## src/rtl/asc_pkg.sv

```systemverilog
package asc_pkg;

  // Mode register layout: [5] mpSel, [4] parityOdd, [3] parityEn,
  // [2] twoStop, [1:0] clkSel.
  typedef struct packed {
    logic       mpSel;
    logic       parityOdd;
    logic       parityEn;
    logic       twoStop;
    logic [1:0] clkSel;
  } asc_mode_t;

  // Source of the next transmit line level.
  typedef enum logic [1:0] {
    SRC_MARK,
    SRC_SPACE,
    SRC_DATA,
    SRC_EXTRA
  } asc_src_e;

  // Strobes from control to datapath.
  typedef struct packed {
    logic     txLoad;
    logic     txShift;
    asc_src_e txSrc;
    logic     rxShift;
    logic     rxTakeExtra;
    logic     rxFinish;
  } asc_strobe_t;

endpackage

```

## src/rtl/asc_baud.sv

```systemverilog
module asc_baud #(
  parameter int DIV_W = 8
) (
  input  logic             clk,
  input  logic             rstN,
  input  logic [1:0]       clkSel,
  input  logic [DIV_W-1:0] divisor,
  output logic             tick
);

  localparam int PRE_W = 6;

  logic [PRE_W-1:0] preCnt;
  logic [PRE_W-1:0] preMask;
  logic             preTick;
  logic [DIV_W-1:0] divCnt;

  // Free-running prescaler; a masked all-ones pattern marks each period.
  always_comb begin
    case (clkSel)
      2'd0:    preMask = PRE_W'(0);
      2'd1:    preMask = PRE_W'(3);
      2'd2:    preMask = PRE_W'(15);
      default: preMask = PRE_W'(63);
    endcase
  end

  assign preTick = (preCnt & preMask) == preMask;

  always_ff @(posedge clk) begin
    if (!rstN) begin
      preCnt <= '0;
      divCnt <= '0;
      tick   <= 1'b0;
    end else begin
      preCnt <= preCnt + 1'b1;
      tick   <= 1'b0;
      if (preTick) begin
        if (divCnt == '0) begin
          divCnt <= divisor;
          tick   <= 1'b1;
        end else begin
          divCnt <= divCnt - 1'b1;
        end
      end
    end
  end

endmodule

```

## src/rtl/asc_ctrl.sv

```systemverilog
module asc_ctrl
  import asc_pkg::*;
#(
  parameter int DATA_W = 8,
  parameter int OVS    = 16
) (
  input  logic        clk,
  input  logic        rstN,
  input  logic        hasExtra,
  input  logic        twoStop,
  input  logic        tick,
  input  logic        txValid,
  input  logic        rxBit,
  output logic        txReady,
  output asc_strobe_t strobe
);

  localparam int TW = $clog2(OVS);
  localparam int BW = (DATA_W > 1) ? $clog2(DATA_W) : 1;
  localparam logic [TW-1:0] LAST_TICK = TW'(OVS - 1);
  localparam logic [TW-1:0] HALF_TICK = TW'(OVS / 2 - 1);
  localparam logic [BW-1:0] LAST_BIT  = BW'(DATA_W - 1);

  typedef enum logic [2:0] {
    T_IDLE, T_START, T_DATA, T_EXTRA, T_STOP1, T_STOP2
  } tx_state_e;

  typedef enum logic [2:0] {
    R_IDLE, R_START, R_DATA, R_EXTRA, R_STOP
  } rx_state_e;

  tx_state_e     tState;
  rx_state_e     rState;
  logic [TW-1:0] tTick;
  logic [TW-1:0] rTick;
  logic [BW-1:0] tBit;
  logic [BW-1:0] rBit;
  logic          txEnd;
  logic          rxEnd;
  logic          rxHalf;

  assign txEnd  = tick && (tTick == LAST_TICK);
  assign rxEnd  = tick && (rTick == LAST_TICK);
  assign rxHalf = tick && (rTick == HALF_TICK);

  // Transmit sequencer: one bit lasts OVS ticks.
  always_ff @(posedge clk) begin
    if (!rstN) begin
      tState <= T_IDLE;
      tTick  <= '0;
      tBit   <= '0;
    end else if (tState == T_IDLE) begin
      tTick <= '0;
      if (txValid) tState <= T_START;
    end else if (tick) begin
      tTick <= txEnd ? '0 : tTick + 1'b1;
      if (txEnd) begin
        case (tState)
          T_START: begin
            tState <= T_DATA;
            tBit   <= '0;
          end
          T_DATA: begin
            tBit <= tBit + 1'b1;
            if (tBit == LAST_BIT) tState <= hasExtra ? T_EXTRA : T_STOP1;
          end
          T_EXTRA: tState <= T_STOP1;
          T_STOP1: tState <= twoStop ? T_STOP2 : T_IDLE;
          default: tState <= T_IDLE;
        endcase
      end
    end
  end

  // Receive sequencer: start is confirmed at half a bit, then one
  // sample every OVS ticks; it rests after the first stop sample.
  always_ff @(posedge clk) begin
    if (!rstN) begin
      rState <= R_IDLE;
      rTick  <= '0;
      rBit   <= '0;
    end else begin
      case (rState)
        R_IDLE: begin
          rTick <= '0;
          if (!rxBit) rState <= R_START;
        end
        R_START: begin
          if (rxHalf) begin
            rTick <= '0;
            rBit  <= '0;
            rState <= rxBit ? R_IDLE : R_DATA;
          end else if (tick) begin
            rTick <= rTick + 1'b1;
          end
        end
        default: begin
          if (tick) begin
            rTick <= rxEnd ? '0 : rTick + 1'b1;
            if (rxEnd) begin
              case (rState)
                R_DATA: begin
                  rBit <= rBit + 1'b1;
                  if (rBit == LAST_BIT) rState <= hasExtra ? R_EXTRA : R_STOP;
                end
                R_EXTRA: rState <= R_STOP;
                default: rState <= R_IDLE;
              endcase
            end
          end
        end
      endcase
    end
  end

  assign txReady = (tState == T_IDLE);

  always_comb begin
    strobe             = '0;
    strobe.txLoad      = txReady && txValid;
    strobe.txShift     = (tState == T_DATA) && txEnd;
    strobe.rxShift     = (rState == R_DATA) && rxEnd;
    strobe.rxTakeExtra = (rState == R_EXTRA) && rxEnd;
    strobe.rxFinish    = (rState == R_STOP) && rxEnd;
    case (tState)
      T_START: strobe.txSrc = SRC_SPACE;
      T_DATA:  strobe.txSrc = SRC_DATA;
      T_EXTRA: strobe.txSrc = SRC_EXTRA;
      default: strobe.txSrc = SRC_MARK;
    endcase
  end

endmodule

```

## src/rtl/asc_dpath.sv

```systemverilog
module asc_dpath
  import asc_pkg::*;
#(
  parameter int DATA_W = 8
) (
  input  logic              clk,
  input  logic              rstN,
  input  asc_strobe_t       strobe,
  input  logic              parityEn,
  input  logic              parityOdd,
  input  logic              mpSel,
  input  logic [DATA_W-1:0] txData,
  input  logic              txMpBit,
  output logic              txLine,
  input  logic              rxLine,
  output logic              rxBit,
  output logic [DATA_W-1:0] rxData,
  output logic              rxValid,
  output logic              rxMpBit,
  output logic              rxFrameErr,
  output logic              rxParityErr
);

  logic [DATA_W-1:0] txShiftQ;
  logic              txExtraQ;
  logic [1:0]        rxSync;
  logic [DATA_W-1:0] rxShiftQ;
  logic              rxExtraQ;
  logic              rxParityCalc;

  assign rxBit        = rxSync[1];
  assign rxParityCalc = (^rxShiftQ) ^ parityOdd;

  // Transmit shift register and registered line driver.
  always_ff @(posedge clk) begin
    if (!rstN) begin
      txShiftQ <= '0;
      txExtraQ <= 1'b0;
      txLine   <= 1'b1;
    end else begin
      if (strobe.txLoad) begin
        txShiftQ <= txData;
        txExtraQ <= mpSel ? txMpBit : ((^txData) ^ parityOdd);
      end else if (strobe.txShift) begin
        txShiftQ <= txShiftQ >> 1;
      end
      case (strobe.txSrc)
        SRC_MARK:  txLine <= 1'b1;
        SRC_SPACE: txLine <= 1'b0;
        SRC_DATA:  txLine <= txShiftQ[0];
        SRC_EXTRA: txLine <= txExtraQ;
        default:   txLine <= 1'b1;
      endcase
    end
  end

  // Receive synchronizer, shift register and result registers.
  always_ff @(posedge clk) begin
    if (!rstN) begin
      rxSync      <= 2'b11;
      rxShiftQ    <= '0;
      rxExtraQ    <= 1'b0;
      rxData      <= '0;
      rxValid     <= 1'b0;
      rxMpBit     <= 1'b0;
      rxFrameErr  <= 1'b0;
      rxParityErr <= 1'b0;
    end else begin
      rxSync  <= {rxSync[0], rxLine};
      rxValid <= strobe.rxFinish;
      if (strobe.rxShift) rxShiftQ <= {rxBit, rxShiftQ[DATA_W-1:1]};
      if (strobe.rxTakeExtra) rxExtraQ <= rxBit;
      if (strobe.rxFinish) begin
        rxData      <= rxShiftQ;
        rxFrameErr  <= !rxBit;
        rxMpBit     <= mpSel && rxExtraQ;
        rxParityErr <= parityEn && !mpSel && (rxExtraQ != rxParityCalc);
      end
    end
  end

endmodule

```

## src/rtl/async_serial_core.sv

```systemverilog
module async_serial_core
  import asc_pkg::*;
#(
  parameter int DATA_W = 8,
  parameter int DIV_W  = 8,
  parameter int OVS    = 16
) (
  input  logic              clk,
  input  logic              rstN,
  input  logic              modeWr,
  input  logic [5:0]        modeIn,
  input  logic [DIV_W-1:0]  rateDivisor,
  input  logic [DATA_W-1:0] txData,
  input  logic              txValid,
  input  logic              txMpBit,
  output logic              txReady,
  output logic              txLine,
  input  logic              rxLine,
  output logic [DATA_W-1:0] rxData,
  output logic              rxValid,
  output logic              rxMpBit,
  output logic              rxFrameErr,
  output logic              rxParityErr
);

  asc_mode_t   modeQ;
  asc_strobe_t strobe;
  logic        tick;
  logic        rxBit;

  always_ff @(posedge clk) begin
    if (!rstN)       modeQ <= '0;
    else if (modeWr) modeQ <= asc_mode_t'(modeIn);
  end

  asc_baud #(.DIV_W(DIV_W)) uBaud (
    .clk     (clk),
    .rstN    (rstN),
    .clkSel  (modeQ.clkSel),
    .divisor (rateDivisor),
    .tick    (tick)
  );

  asc_ctrl #(.DATA_W(DATA_W), .OVS(OVS)) uCtrl (
    .clk      (clk),
    .rstN     (rstN),
    .hasExtra (modeQ.parityEn | modeQ.mpSel),
    .twoStop  (modeQ.twoStop),
    .tick     (tick),
    .txValid  (txValid),
    .rxBit    (rxBit),
    .txReady  (txReady),
    .strobe   (strobe)
  );

  asc_dpath #(.DATA_W(DATA_W)) uDpath (
    .clk         (clk),
    .rstN        (rstN),
    .strobe      (strobe),
    .parityEn    (modeQ.parityEn),
    .parityOdd   (modeQ.parityOdd),
    .mpSel       (modeQ.mpSel),
    .txData      (txData),
    .txMpBit     (txMpBit),
    .txLine      (txLine),
    .rxLine      (rxLine),
    .rxBit       (rxBit),
    .rxData      (rxData),
    .rxValid     (rxValid),
    .rxMpBit     (rxMpBit),
    .rxFrameErr  (rxFrameErr),
    .rxParityErr (rxParityErr)
  );

endmodule

```

## config.mk

```make
export PLATFORM = sky130hd
export DESIGN_NAME = async_serial_core
export DESIGN_NICKNAME = d
export VERILOG_FILES = /design/src/rtl/asc_pkg.sv /design/src/rtl/asc_baud.sv /design/src/rtl/asc_ctrl.sv /design/src/rtl/asc_dpath.sv /design/src/rtl/async_serial_core.sv
export SDC_FILE = /design/constraint.sdc
export NUM_CORES = 1
export LEC_CHECK = 0
export ABC_AREA = 1
export BUFFER_PORTS_ARGS = -buffer_cell sky130_fd_sc_hd__buf_2
export CELL_PAD_IN_SITES_DETAIL_PLACEMENT = 0
export CELL_PAD_IN_SITES_GLOBAL_PLACEMENT = 1
export CORE_AREA = 2 2 99 101
export CTS_CLUSTER_DIAMETER = 100
export DETAILED_ROUTE_END_ITERATION = 8
export DIE_AREA = 0 0 101 103
export HOLD_SLACK_MARGIN = 0.05
export PLACE_DENSITY_LB_ADDON = 0.1
export SYNTH_ARGS = -nofsm -noshare
export SYNTH_HDL_FRONTEND = slang
export SYNTH_HIERARCHICAL = 1
export SYNTH_SLANG_ARGS = --single-unit
export TNS_END_PERCENT = 20
```

## constraint.sdc

```tcl
create_clock -name clk -period 2.3 [get_ports clk]
set_input_delay 0.46 -clock clk [delete_from_list [all_inputs] [get_ports clk]]
set_output_delay 0.46 -clock clk [all_outputs]
set_load 0.01 [all_outputs]
```

Word level (Yosys, flattened, before mapping)
Index checks and enable logic that the tools add are counted.

Div/mod/pow operators: 0. Order comparisons: 0. Multiplexer cells: 36. $add $sub $neg: 6. Shift operators: 0. Reduce and logical (&&, ||, !) cells: 36. $mul: 0. Equal/unequal tests: 26. Bitwise logic cells: 7.

Operators by type and width (count): $mux W3 (16); $mux W8 (3); $pmux W3 S2 (4); $mux W4 (5); $pmux W6 S3 (1); $reduce_xor A8 Y1 (2); $reduce_bool A2 Y1 (7); $eq A3 B2 Y1 const B (4); $eq A3 B3 Y1 const B (4); $pmux W3 S4 (1); $logic_and A1 B1 Y1 (11); $reduce_and A5 Y1 (2); $add A4 B1 Y4 const B (2); $eq A4 B4 Y1 const B (2); $logic_not A8 Y1 (1); $pmux W4 S2 (1); $reduce_and A4 Y1 (2); $sub A8 B1 Y8 const B (1); $add A3 B1 Y3 const B (2); $add A6 B1 Y6 const B (1); $and A6 B6 Y6 (1); $eq A2 B2 Y1 const B (3); $eq A3 B1 Y1 const B (2); $eq A6 B6 Y1 (1); 21 further kinds (32).

Word-level logic and storage cells: 136. Input bits: 28. Bits in read-only memories: 0. Output and inout bits: 14. RAM bits: 0. Memories kept: 0. Bits in registers: 74. Bits in latches: 0.

Depth between registers and ports, before layout
Gate-level depths: netlist of the first run.

Depth after elaboration: 7. Gate-level depth with buffers: 10. Depth with buffers taken out: 10.

Hierarchy
Netlist of the first run, hierarchy kept.

By module, submodules not included: asc_dpath (area an instance 1425.1 µm², seq. area each 660.6 µm², cells an instance 187, instances 1); asc_ctrl (area an instance 1232.4 µm², seq. area each 400.4 µm², cells an instance 187, instances 1); asc_baud (area an instance 887.1 µm², seq. area each 300.3 µm², cells an instance 137, instances 1); async_serial_core (area an instance 262.8 µm², seq. area each 120.1 µm², cells an instance 38, instances 1).

Least setup slack after synthesis of the first run
Ideal clock, no wire load.

Kind: register to register. Start: reg uCtrl.rTick[0]. End: reg uDpath.rxMpBit. Setup slack: 0.679 ns. Arrival time: 1.504 ns. Path buffers: 1. Cell stages (with the launch flop): 9. Required time: 2.183 ns. Clock period less this slack: 1.621 ns. Setup time: 0.117 ns. Cells stage by stage: dfxtp_1 > ha_1 > nand2_4 > nor2_1 > nand2_1 > nor4_1 > nor2_1 > buf_2 > a32o_1.

RTL lines: start, declared (RTL line asc_ctrl.sv:35) `logic [TW-1:0] rTick;`; start signal, assigned (RTL line asc_ctrl.sv:94) `rTick <= rTick + 1'b1;`; start signal, assigned (RTL line asc_ctrl.sv:99) `rTick <= rxEnd ? '0 : rTick + 1'b1;`; end signal, assigned (RTL line asc_dpath.sv:76) `rxMpBit <= mpSel && rxExtraQ;`; end, declared (RTL line asc_dpath.sv:19) `output logic rxMpBit,`.

==> results of run 1 <==
## path summary, 6_finish.rpt
path	startpoint	end	slack, ns	cells past startpoint
max	uCtrl/rTick[1]	uDpath/rxMpBit	0.35	8
min	rxLine	uDpath/rxSync[0]	0.30	2
max reg2reg	uCtrl/rTick[1]	uDpath/rxMpBit	0.35	8
min reg2reg	uDpath/rxSync[0]	uDpath/rxSync[1]	0.43	1
## critical path: cells and delay by family (launching register included)
kind / cells / cell delay [ns]
AND/OR/NAND/NOR: 5 / 0.91
AO/OA/AOI/OAI: 1 / 0.18
adder cells (fa/ha/maj): 1 / 0.25
buffers and inverters: 1 / 0.19
flip-flops: 1 / 0.37
## stage by stage
| stage | setup WS, ns | hold WS, ns | area, µm² |
|---|---|---|---|
| floorplan | 0.679 | 0.393 | 3810 |
| global placement | 0.437 | 0.404 | 4130 |
| detailed placement | 0.398 | 0.404 | 4130 |
| CTS | 0.368 | 0.283 | 4330 |
| global route | 0.170 | 0.277 | 4330 |
| finish | 0.349 | 0.296 | 4330 |
## where the power goes
group          total [mW]  switching, mW  internal, mW
combinational        1.74           1.13         0.611
sequential           1.66          0.182          1.48
clock                1.07          0.546         0.524
total                4.47           1.86          2.61
## cells in the final DEF, fill, tap and decap left out, types with 2 or more instances in the layout
| cell type | n |
|---|---|
| a21oi_1 | 29 |
| a21oi_2 | 3 |
| a221oi_1 | 2 |
| a22o_1 | 3 |
| a31oi_1 | 3 |
| buf_2 | 41 |
| buf_4 | 5 |
| clkbuf_8 | 9 |
| clkinv_1 | 2 |
| clkinv_4 | 2 |
| dfxtp_1 | 74 |
| ha_1 | 9 |
| inv_1 | 83 |
| inv_2 | 4 |
| inv_6 | 3 |
| nand2_1 | 136 |
| nand2_2 | 12 |
| nand3_1 | 23 |
| nand3_2 | 3 |
| nand4_1 | 6 |
| nor2_1 | 62 |
| nor2_2 | 9 |
| nor2_4 | 4 |
| nor3_1 | 7 |
| nor4_1 | 2 |
| o21ai_0 | 35 |
| o221ai_1 | 4 |
| or2_2 | 3 |
| xnor2_1 | 7 |
| xor2_1 | 7 |
## Yosys cell counts
cell type and count:
nand2_4 1, nand3b_1 1, inv_2 4, nor2_4 4, or2_2 3, o221ai_1 4
clkinv_1 2, o21ai_2 1, a22o_1 3, a21oi_1 29, a31oi_1 3, o21ai_4 1
nand2_2 12, xnor2_1 7, buf_2 3, a21oi_2 3, nand3_2 3, nand4_1 6
o21a_1 1, ha_1 9, clkbuf_1 2, nor2_1 62, buf_6 4, nor4_1 2
a211oi_1 1, nand3_1 23, nor3_1 7, inv_1 83, nand2_1 136, a32o_1 1
nor2_2 9, o211ai_1 1, xor2_1 7, a221oi_1 2, o21ai_0 35, dfxtp_1 74
## sequential cells by signal, indices dropped and copies added (netlist names), 2 cells and up
name	flops
uCtrl/tState	3
uCtrl/rState	3
modeQ	6
uCtrl/tTick	4
uBaud/preCnt	6
uBaud/divCnt	8
uCtrl/rBit	3
uDpath/rxSync	2
uDpath/txShiftQ	8
uDpath/rxData	8
uDpath/rxShiftQ	8
uCtrl/rTick	4
uCtrl/tBit	3
## final cells by class
type	instances	area [µm²]	share of cell area, %
clock buffer	9	124	2.86
clock inverter	7	85.1	1.96
inverter	89	334	7.71
multi-input combinational	377	1920	44.4
sequential	74	1480	34.2
tap	114	143	3.29
timing repair buffer	46	243	5.60
## cells by family (layout without fill, tap and decap cells)
group | Yosys count | after routing | share of synthesized area (%)
flops | 74 | 74 | 38.9
xor+xnor | 14 | 14 | 3.22
compound gates | 85 | 85 | 13.2
fa+ha+maj | 9 | 9 | 2.96
buf+inv | 98 | 151 | 10.5
simple gates | 269 | 269 | 31.2
## per-layer routing
layer / up-vias / share of wire [%] / track usage (%) / wire length [µm]
met3: 11 / 3.4 / 3.73 / 287
met5: - / 0 / 0 / 0
met1: 1505 / 53 / 24.7 / 4460
met2: 50 / 43 / 26.5 / 3620
li1: 1836 / - / - / -
met4: 0 / 1.0 / 5.93 / 87
==> flow_summary.rst, run 1 <==
.. list-table::
   :header-rows: 1

   * - Metric
     - Value
   * - Count of max-cap constraint violations
     - 0
   * - Vias post-DR
     - roughly 3.4k
   * - Clock buffer depth
     - 2
   * - Warning count from the yosys run
     - 6
   * - Maximum resistive drop on vdd
     - slightly above 0.5 mV
   * - Slew of the pin with the lowest slew margin
     - around 0.65 ns
   * - Largest net degree at the start of global routing
     - 18
   * - Worst path cell trace
     - ha_1 > nand2_4 > nor2_1 > nand2_1 > nor4_1 > nand2_1 > inv_1 > a32o_1
   * - Final cell utilization of the core
     - around 46%
   * - Top area cells in the synthesized netlist
     - dfxtp_1, nand2_1, inv_1
   * - Final Net Count
     - approximately 630
   * - Post-Route Setup TNS
     - 0 ns
   * - Share of the cycle needed by the critical path after routing
     - between 80% and 90%
   * - Worst Path Class, Setup
     - reg -> reg
   * - CP dominant cell by count
     - nand2_1
   * - RSZ-0062 raised after global routing
     - false
   * - Setup violations, final
     - 0
   * - Worst Setup End Kind
     - flop
   * - Overall die width
     - around 100 µm
   * - Fraction of final layout cells sized beyond drive strength 1
     - 17.1%
   * - CP Data Required Time
     - about 2.6 ns
   * - Antenna fix cells
     - 0
   * - GRT Util Overall
     - 17.5%
   * - Mean cell area of the mapped netlist
     - 6.94 µm²
   * - Cell variety after synth
     - 36
   * - # H-tree levels
     - 3
   * - Sum of routed wire length over all layers
     - ~8.5 mm
   * - Clock-pin slew on the worst setup and hold paths
     - roughly 0.09 ns
   * - Clock insertion delay at the later pin of the skew report
     - 0.35 ns
   * - Placed insts
     - 700
   * - Placer's final routability congestion estimate
     - around 0.83
   * - Non-filler instance count after layout
     - ~700
   * - Post-route total power
     - roughly 4.5 mW
   * - Global-route wire length before repair
     - ~14 mm
   * - Area delta synth->final
     - 13.8%
   * - Pre-Repair DR Iteration Count
     - 4
   * - Initial antenna violation count
     - 0
   * - Clock sink count
     - 74
   * - Core Area
     - 9460 µm²
   * - Post-synthesis sequential element count
     - 74
   * - Num CTS Buffers
     - 9
   * - Total Die Area
     - 10400 µm²
   * - Netlist Area Pre-Place
     - between 3000 and 4000 µm²
   * - Count of buffers from port buffering
     - 41
   * - Hold violation count in the final report
     - 0
   * - Count of antenna-violating nets left after detailed routing
     - 0
   * - Vias in the first global route
     - a little over 3k
   * - Initial cell density of the core
     - 40.3%
   * - Routed len/inst
     - ~12 µm
   * - Delay of the slowest critical-path stage
     - about 0.37 ns
   * - Via/cell ratio
     - approximately 4.8
   * - Pins Over Slew Limit
     - 0
   * - DIE HEIGHT
     - approximately 100 µm
   * - Worst slew margin relative to its limit
     - roughly 56%
   * - Area share of the leading cell type in the synthesized netlist
     - 38.9%
   * - Startpoint kind of the worst setup timing path
     - flop
   * - Critical Path Fanout Max
     - 8
   * - Number of fillers in the final layout
     - 1011
   * - Max stage delay cell, worst path
     - dfxtp_1
   * - Fraction of the yosys area taken by sequential cells
     - between 30% and 40%
   * - Total power divided by cell area
     - ~1000 nW/µm²
   * - Remaining global-route overflow
     - 0
   * - Detailed router's first-iteration violation count
     - about 120
   * - Static leakage power
     - 2.10 nW
   * - Clock Skews
     - 0.00832 ns
   * - Syn nets
     - about 590
   * - Clock tree from TritonCTS
     - built
   * - Synthesized instance count
     - 549
   * - Status
     - completed
   * - Row cnt
     - 36
   * - Post-CTS Hold Buffers
     - 0
   * - # DRC
     - 0
   * - Largest area contributor in the synthesized netlist
     - dfxtp_1
   * - Tightest Hold Check Type
     - in -> reg
   * - Half-perimeter wire length after placement
     - between 6 and 7 mm
   * - Clock period minus worst slack
     - between 1.5 and 2 ns
   * - Post-CTS Setup Repair Bufs
     - 0
   * - Number of resized instances in the post-cts repair step
     - 0
   * - Worst path arrival time
     - between 2 and 2.5 ns
   * - Root Buffer
     - clkbuf_8
   * - Maximum clock frequency
     - around 510 MHz
   * - I/O pin count
     - 42
Note: power is estimated with default switching activity, not from simulation.
==> inputs of run 2 (changes only) <==
- CORE_AREA: 2 2 99 101 -> 2 2 104 106
- DIE_AREA: 0 0 101 103 -> 0 0 106 108
- clock period: 2.3 -> 1.7 ns (I/O delays scaled with it)
==> run 2 against run 1 <==
Final area is 4.6% higher. Combinational power is 41% higher. Sequential cell count unchanged. Cell count rose by 5.4%. Core utilization down 1.5 points. Clock skew down 0.0020 ns. Wire length up 1.3%. Sequential share of layout area is 1.4 points lower. Highest routed layer unchanged.
==> flow_summary.rst, run 2 (synthesized netlist as in run 1, its figures left out) <==
.. list-table::
   :header-rows: 1

   * - Metric
     - Value
   * - Status
     - completed (unchanged)
   * - Share of the cycle needed by the critical path after routing
     - 96.0% (was 84.8%)
   * - DIE HEIGHT
     - 108 µm (was 103 µm)
   * - Hold violation count in the final report
     - 0 (unchanged)
   * - Placer's final routability congestion estimate
     - 0.836 (was 0.832)
   * - Worst Setup End Kind
     - flop (unchanged)
   * - Total Die Area
     - 11400 µm² (was 10400 µm²)
   * - Antenna fix cells
     - 0 (unchanged)
   * - Num CTS Buffers
     - 9 (unchanged)
   * - Tightest Hold Check Type
     - in -> reg (unchanged)
   * - Global-route wire length before repair
     - 14.6 mm (was 14.4 mm)
   * - Final Net Count
     - 651 (was 634)
   * - Clock-pin slew on the worst setup and hold paths
     - 0.09 ns (about the same)
   * - Routed len/inst
     - 11.4 µm (was 11.8 µm)
   * - Sum of met3 wire segment lengths after detailed routing
     - 342 µm (was 287 µm)
   * - Count of buffers from port buffering
     - 41 (unchanged)
   * - Count of antenna-violating nets left after detailed routing
     - 0 (unchanged)
   * - Critical Path Fanout Max
     - 11 (was 8)
   * - Maximum clock frequency
     - 612 MHz (was 513 MHz)
   * - Slew of the pin with the lowest slew margin
     - 0.326 ns (was 0.652 ns)
   * - Detailed router's first-iteration violation count
     - 180 (was 117)
   * - Total power divided by cell area
     - 1360 nW/µm² (was 1030 nW/µm²)
   * - Worst Path Class, Setup
     - reg -> reg (unchanged)
   * - # H-tree levels
     - 3 (unchanged)
   * - Remaining global-route overflow
     - 0 (unchanged)
   * - Worst slew margin relative to its limit
     - 78.2% (was 56.4%)
   * - Most common library cell in the layout ignoring fill and taps
     - nand2_1 (unchanged)
   * - Vias in the first global route
     - 3224 (was 3056)
   * - Routed length on met1
     - 4.51 mm (was 4.46 mm)
   * - Pre-Repair DR Iteration Count
     - 5 (was 4)
   * - Setup violations, final
     - 0 (unchanged)
   * - Root Buffer
     - clkbuf_8 (unchanged)
   * - Overall die width
     - 106 µm (was 101 µm)
   * - Largest net degree at the start of global routing
     - 16 (was 18)
   * - RSZ-0062 raised after global routing
     - false (unchanged)
   * - Clock tree from TritonCTS
     - built (unchanged)
   * - I/O pin count
     - 42 (unchanged)
   * - Count of max-cap constraint violations
     - 0 (unchanged)
   * - Post-route worst hold slack
     - 0.187 ns (was 0.296 ns)
   * - CP Data Required Time
     - 1.95 ns (was 2.60 ns)
   * - # DRC
     - 0 (unchanged)
   * - Static leakage power
     - 2.18 nW (was 2.10 nW)
   * - Maximum resistive drop on vdd
     - 0.537 mV (was 0.505 mV)
   * - Top library cells by usage in the layout, fill and taps aside
     - nand2_1, inv_1, dfxtp_1, nor2_1, buf_2 (unchanged)
   * - Vias post-DR
     - 3532 (was 3402)
   * - Clock Skews
     - 0.00637 ns (was 0.00832 ns)
   * - Met2 layer wire length in the routed design
     - 3.64 mm (was 3.62 mm)
   * - Sum of routed wire length over all layers
     - 8.57 mm (was 8.46 mm)
   * - Worst path arrival time
     - 1.88 ns (was 2.25 ns)
   * - Initial cell density of the core
     - 37.2% (was 40.3%)
   * - Clock buffer depth
     - 2 (unchanged)
   * - Startpoint kind of the worst setup timing path
     - flop (unchanged)
   * - Initial antenna violation count
     - 0 (unchanged)
   * - Core Area
     - 10200 µm² (was 9460 µm²)
   * - Highest layer used for signal routing
     - met4 (unchanged)
   * - Clock sink count
     - 74 (unchanged)
   * - Pins Over Slew Limit
     - 0 (unchanged)
   * - Fraction of final layout cells sized beyond drive strength 1
     - 20.7% (was 17.1%)
   * - Row cnt
     - 37 (was 36)
   * - Via/cell ratio
     - 4.68 (was 4.75)
   * - Post-Route Setup TNS
     - 0 ns (unchanged)
   * - Area delta synth->final
     - 19.1% (was 13.8%)
   * - Clock insertion delay at the later pin of the skew report
     - 0.35 ns (about the same)
   * - Half-perimeter wire length after placement
     - 6.50 mm (was 6.27 mm)
   * - Clock period minus worst slack
     - 1.63 ns (was 1.95 ns)
   * - GRT Util Overall
     - 15.9% (was 17.5%)
## run 2: changes by cell type in the layout (fill, tap and decap cells not counted), sizes merged
cell / delta
buf: +17
## run 2: through the flow
step | utilization (%) | power [mW] | instances | worst slack (ns) | cell area (µm²)
5_1_grt | 44.3 | 6.71 | 755 | 0.000376 | 4530
6_report | 44.3 | 6.18 | 755 | 0.0673 | 4530
3_3_place_gp | 41.8 | 4.71 | 738 | -0.00923 | 4270
3_5_place_dp | 41.8 | 4.74 | 738 | -0.0974 | 4270
2_1_floorplan | - | 4.18 | 549 | 0.0786 | 3810
4_1_cts | 44.0 | 6.23 | 755 | 0.0101 | 4500
## run 2: worst paths after layout
path	end	startpoint	cells after the start	slack [ns]
setup reg to reg	uDpath/rxMpBit	uCtrl/rTick[1]	9	0.07
hold reg to reg	uDpath/rxSync[1]	uDpath/rxSync[0]	1	0.42
hold / removal	uDpath/rxSync[0]	rxLine	2	0.19
setup / recovery	uDpath/rxMpBit	uCtrl/rTick[1]	9	0.07
## run 2: routing by layer
layer,GRT usage [%],up-vias
met1,21.9,1590
met2,24.2,67
met5,0,-
li1,-,1868
met3,4.28,7
met4,4.89,0
## run 2: area by class of cell
class / count / area (µm²)
fillers: 1099 / 5700
flip-flops and latches: 74 / 1490
repair buffers: 63 / 370
well taps: 136 / 170
clock buffers: 9 / 124
clock inverters: 7 / 85.1
inverters: 89 / 334
multi-input cells: 377 / 1960
## run 2: critical path, stage by stage (launching register included)
cell	delay (ns)
dfxtp_2	0.36
ha_4	0.15
nand2_4	0.06
nor2_4	0.09
nand2_2	0.08
nor4_4	0.22
buf_4	0.15
nor2_1	0.04
buf_4	0.17
a32o_1	0.21
## run 2: timing repair
action                                 in CTS  in global routing
pin swaps                                   1                  1
buffers inserted                            1                  0
hold buffers                                0                  0
endpoints found under the hold margin       0                  0
setup endpoints to repair                  11                 20
gates resized for setup                     2                 10
## run 2: where the power goes
group / switching (mW) / internal, mW / leakage [nW] / total [mW]
Combinational: 1.55 / 0.909 / 1.47 / 2.46
Sequential: 0.264 / 2.01 / 0.605 / 2.27
Clock: 0.740 / 0.709 / 0.107 / 1.45
Total: 2.56 / 3.63 / 2.18 / 6.18
==> inputs of run 3 (changes only) <==
- BUFFER_PORTS_ARGS: -buffer_cell sky130_fd_sc_hd__buf_2 -> unset
- CORE_AREA: 2 2 104 106 -> 2 2 100 102
- DIE_AREA: 0 0 106 108 -> 0 0 102 104
- DONT_BUFFER_PORTS: unset -> 1
==> run 3 against run 2 <==
Register-to-register slack gained 0.09 ns. Wire length shrank 1.6%. Power shrank 4.8%. Sequential power is essentially flat. Die area shrank 7.3%. Worst hold slack lost 0.10 ns. Critical endpoint is now uDpath/rxData[2]. Largest cell class unchanged. Largest power group unchanged.
==> flow_summary.rst, run 3 (synthesized netlist as in run 1, its figures left out) <==
.. list-table::
   :header-rows: 1

   * - Metric
     - Value
   * - Status
     - completed (unchanged)
   * - Post-CTS Hold Buffers
     - 0 (unchanged)
   * - Vias in the first global route
     - 3148 (was 3224)
   * - Number of fillers in the final layout
     - 1024 (was 1099)
   * - Global-route wire length before repair
     - 14.0 mm (was 14.6 mm)
   * - Clock tree from TritonCTS
     - built (unchanged)
   * - Worst Path Class, Setup
     - reg -> reg (unchanged)
   * - Hold path depth
     - 1 (was 2)
   * - Reg2reg path depth
     - 9 (unchanged)
   * - Final worst setup slack
     - 0.157 ns (was 0.0673 ns)
   * - I/O pin count
     - 42 (unchanged)
   * - Num CTS Buffers
     - 9 (unchanged)
   * - CP Data Required Time
     - 1.99 ns (was 1.95 ns)
   * - Critical Path Fanout Max
     - 6 (was 11)
   * - Final Net Count
     - 608 (was 651)
   * - Row cnt
     - 36 (was 37)
   * - Vias post-DR
     - 3332 (was 3532)
   * - Pins Over Slew Limit
     - 0 (unchanged)
   * - Delay of the slowest critical-path stage
     - 0.37 ns (was 0.36 ns)
   * - Count of buffers from port buffering
     - 0 (was 41)
   * - CP dominant cell by count
     - buf_4 (unchanged)
   * - Root Buffer
     - clkbuf_8 (unchanged)
   * - Total Die Area
     - 10600 µm² (was 11400 µm²)
   * - Clock period minus worst slack
     - 1.54 ns (was 1.63 ns)
   * - Launch point of the worst reg-to-reg path
     - uCtrl/rTick[1] (unchanged)
   * - Largest net degree at the start of global routing
     - 44 (was 16)
   * - Register Area
     - 1480 µm² (was 1490 µm²)
   * - Setup violations, final
     - 0 (unchanged)
   * - # H-tree levels
     - 3 (unchanged)
   * - Slew of the pin with the lowest slew margin
     - 0.435 ns (was 0.326 ns)
   * - Total power divided by cell area
     - 1370 nW/µm² (was 1360 nW/µm²)
   * - FF-to-FF setup slack
     - 0.16 ns (was 0.07 ns)
   * - DIE HEIGHT
     - 104 µm (was 108 µm)
   * - Top library cells by usage in the layout, fill and taps aside
     - nand2_1, inv_1, dfxtp_1, nor2_1, o21ai_0 (was nand2_1, inv_1, dfxtp_1, nor2_1, buf_2)
   * - Post-placement worst setup slack
     - -0.0706 ns (was -0.0974 ns)
   * - Antenna fix cells
     - 0 (unchanged)
   * - Core Area
     - 9550 µm² (was 10200 µm²)
   * - Clock insertion delay at the later pin of the skew report
     - 0.36 ns (was 0.35 ns)
   * - # DRC
     - 0 (unchanged)
   * - Routed len/inst
     - 11.9 µm (was 11.4 µm)
   * - Count of max-cap constraint violations
     - 0 (unchanged)
   * - Static leakage power
     - 1.97 nW (was 2.18 nW)
   * - Source of the worst hold timing path
     - rxLine (unchanged)
   * - Worst path cell trace
     - ha_4 > nand2_4 > nor2_4 > nand2_2 > nor4_4 > buf_4 > nand2_1 > buf_4 > o21ai_0 (was ha_4 > nand2_4 > nor2_4 > nand2_2 > nor4_4 > buf_4 > nor2_1 > buf_4 > a32o_1)
   * - Half-perimeter wire length after placement
     - 6.26 mm (was 6.50 mm)
   * - Via/cell ratio
     - 4.70 (was 4.68)
   * - Non-filler instance count after layout
     - 709 (was 755)
   * - End of the worst hold path
     - uDpath/rxSync[0] (unchanged)
   * - Placed insts
     - 691 (was 738)
   * - Clock-pin slew on the worst setup and hold paths
     - 0.09 ns (about the same)
   * - Max stage delay cell, worst path
     - dfxtp_2 (unchanged)
   * - Detailed router's first-iteration violation count
     - 191 (was 180)
   * - Maximum clock frequency
     - 648 MHz (was 612 MHz)
   * - Clock Skews
     - 0.00927 ns (was 0.00637 ns)
   * - Most common library cell in the layout ignoring fill and taps
     - nand2_1 (unchanged)
   * - Worst path arrival time
     - 1.84 ns (was 1.88 ns)
   * - Tightest Hold Check Type
     - in -> reg (unchanged)
   * - Clock sink count
     - 74 (unchanged)
   * - Sum of routed wire length over all layers
     - 8.43 mm (was 8.57 mm)
   * - Clock buffer depth
     - 2 (unchanged)
   * - Placer's final routability congestion estimate
     - 0.796 (was 0.836)
   * - Hold violation count in the final report
     - 0 (unchanged)
   * - Startpoint kind of the worst setup timing path
     - flop (unchanged)
   * - RSZ-0062 raised after global routing
     - false (unchanged)
   * - Initial cell density of the core
     - 39.9% (was 37.2%)
   * - Maximum resistive drop on vdd
     - 0.996 mV (was 0.537 mV)
   * - Worst Setup End Kind
     - flop (unchanged)
   * - Post-route worst hold slack
     - 0.0859 ns (was 0.187 ns)
   * - Area delta synth->final
     - 12.6% (was 19.1%)
   * - Worst slew margin relative to its limit
     - 70.9% (was 78.2%)
   * - Remaining global-route overflow
     - 0 (unchanged)
   * - Overall die width
     - 102 µm (was 106 µm)
   * - Count of antenna-violating nets left after detailed routing
     - 0 (unchanged)
   * - Area of the multi-input gates
     - 1970 µm² (was 1960 µm²)
   * - Initial antenna violation count
     - 0 (unchanged)
   * - GRT Util Overall
     - 16.7% (was 15.9%)
   * - Endpoint of the most critical register-to-register path
     - uDpath/rxData[2] (was uDpath/rxMpBit)
   * - Pre-Repair DR Iteration Count
     - 4 (was 5)
   * - Final cell utilization of the core
     - 44.9% (was 44.3%)
   * - Fraction of final layout cells sized beyond drive strength 1
     - 14.9% (was 20.7%)
   * - Share of the cycle needed by the critical path after routing
     - 90.8% (was 96.0%)
-- run 3: changes by cell type in the layout (fill, tap and decap cells not counted), sizes merged --
cell	delta
bufinv	-1
clkinv	-1
clkinvlp	+2
buf	-43
-- run 3: how the worst max path moves through the flow --
stage | startpoint | end | cells after the start | slack (ns)
4_1_cts | uCtrl/rTick[1] | uDpath/rxData[1] | 9 | 0.06
3_5_place_dp | uCtrl/rTick[0] | uDpath/rxData[0] | 8 | -0.07
6_report | uCtrl/rTick[1] | uDpath/rxData[2] | 9 | 0.16
5_1_grt | uCtrl/rTick[1] | uDpath/rxFrameErr | 9 | 0.01
3_3_place_gp | uCtrl/rTick[0] | uDpath/rxData[7] | 8 | -0.02
2_1_floorplan | uCtrl/rTick[0] | uDpath/rxMpBit | 8 | 0.08
-- run 3: where the power goes --
part           switching, mW  internal, mW  total (mW)  leakage [nW]
logic                   1.50         0.857        2.36          1.28
clock network          0.725         0.552        1.28        0.0872
registers              0.248          2.00        2.25         0.605
-- run 3: what timing repair did --
action,in CTS,in global routing
gates resized for setup,2,14
setup endpoints to repair,11,19
buffers inserted,0,2
pin swaps,0,2
-- run 3: per-layer routing --
metal	vias to the layer above	track usage [%]	routed length [µm]
met5	-	0	0
li1	1792	-	-
met4	0	8.29	38
met3	2	3.63	354
met1	1486	22.6	4270
met2	52	25.0	3760
-- run 3: per-stage QoR --
step	power (mW)	setup TNS, ns	instance area (µm²)
floorplan	4.18	0	3810
global placement	4.60	-0.0729	4040
detailed placement	4.62	-0.510	4040
CTS	5.93	0	4230
global route	6.43	0	4290
finish	5.89	0	4290
-- run 3: critical path, delay by kind of cell, from the launching register on --
family | cells | cell delay [ns]
simple gates | 5 | 0.52
flops | 1 | 0.37
buf+inv | 2 | 0.32
fa+ha+maj | 1 | 0.15
compound gates | 1 | 0.12
-- run 3: area by class of cell --
class,instances,share of cell area [%]
inverter,89,7.79
sequential,74,34.6
tap,133,3.88
multi-input combinational,377,45.9
clock inverter,7,1.37
clock buffer,9,2.89
timing repair buffer,20,3.59
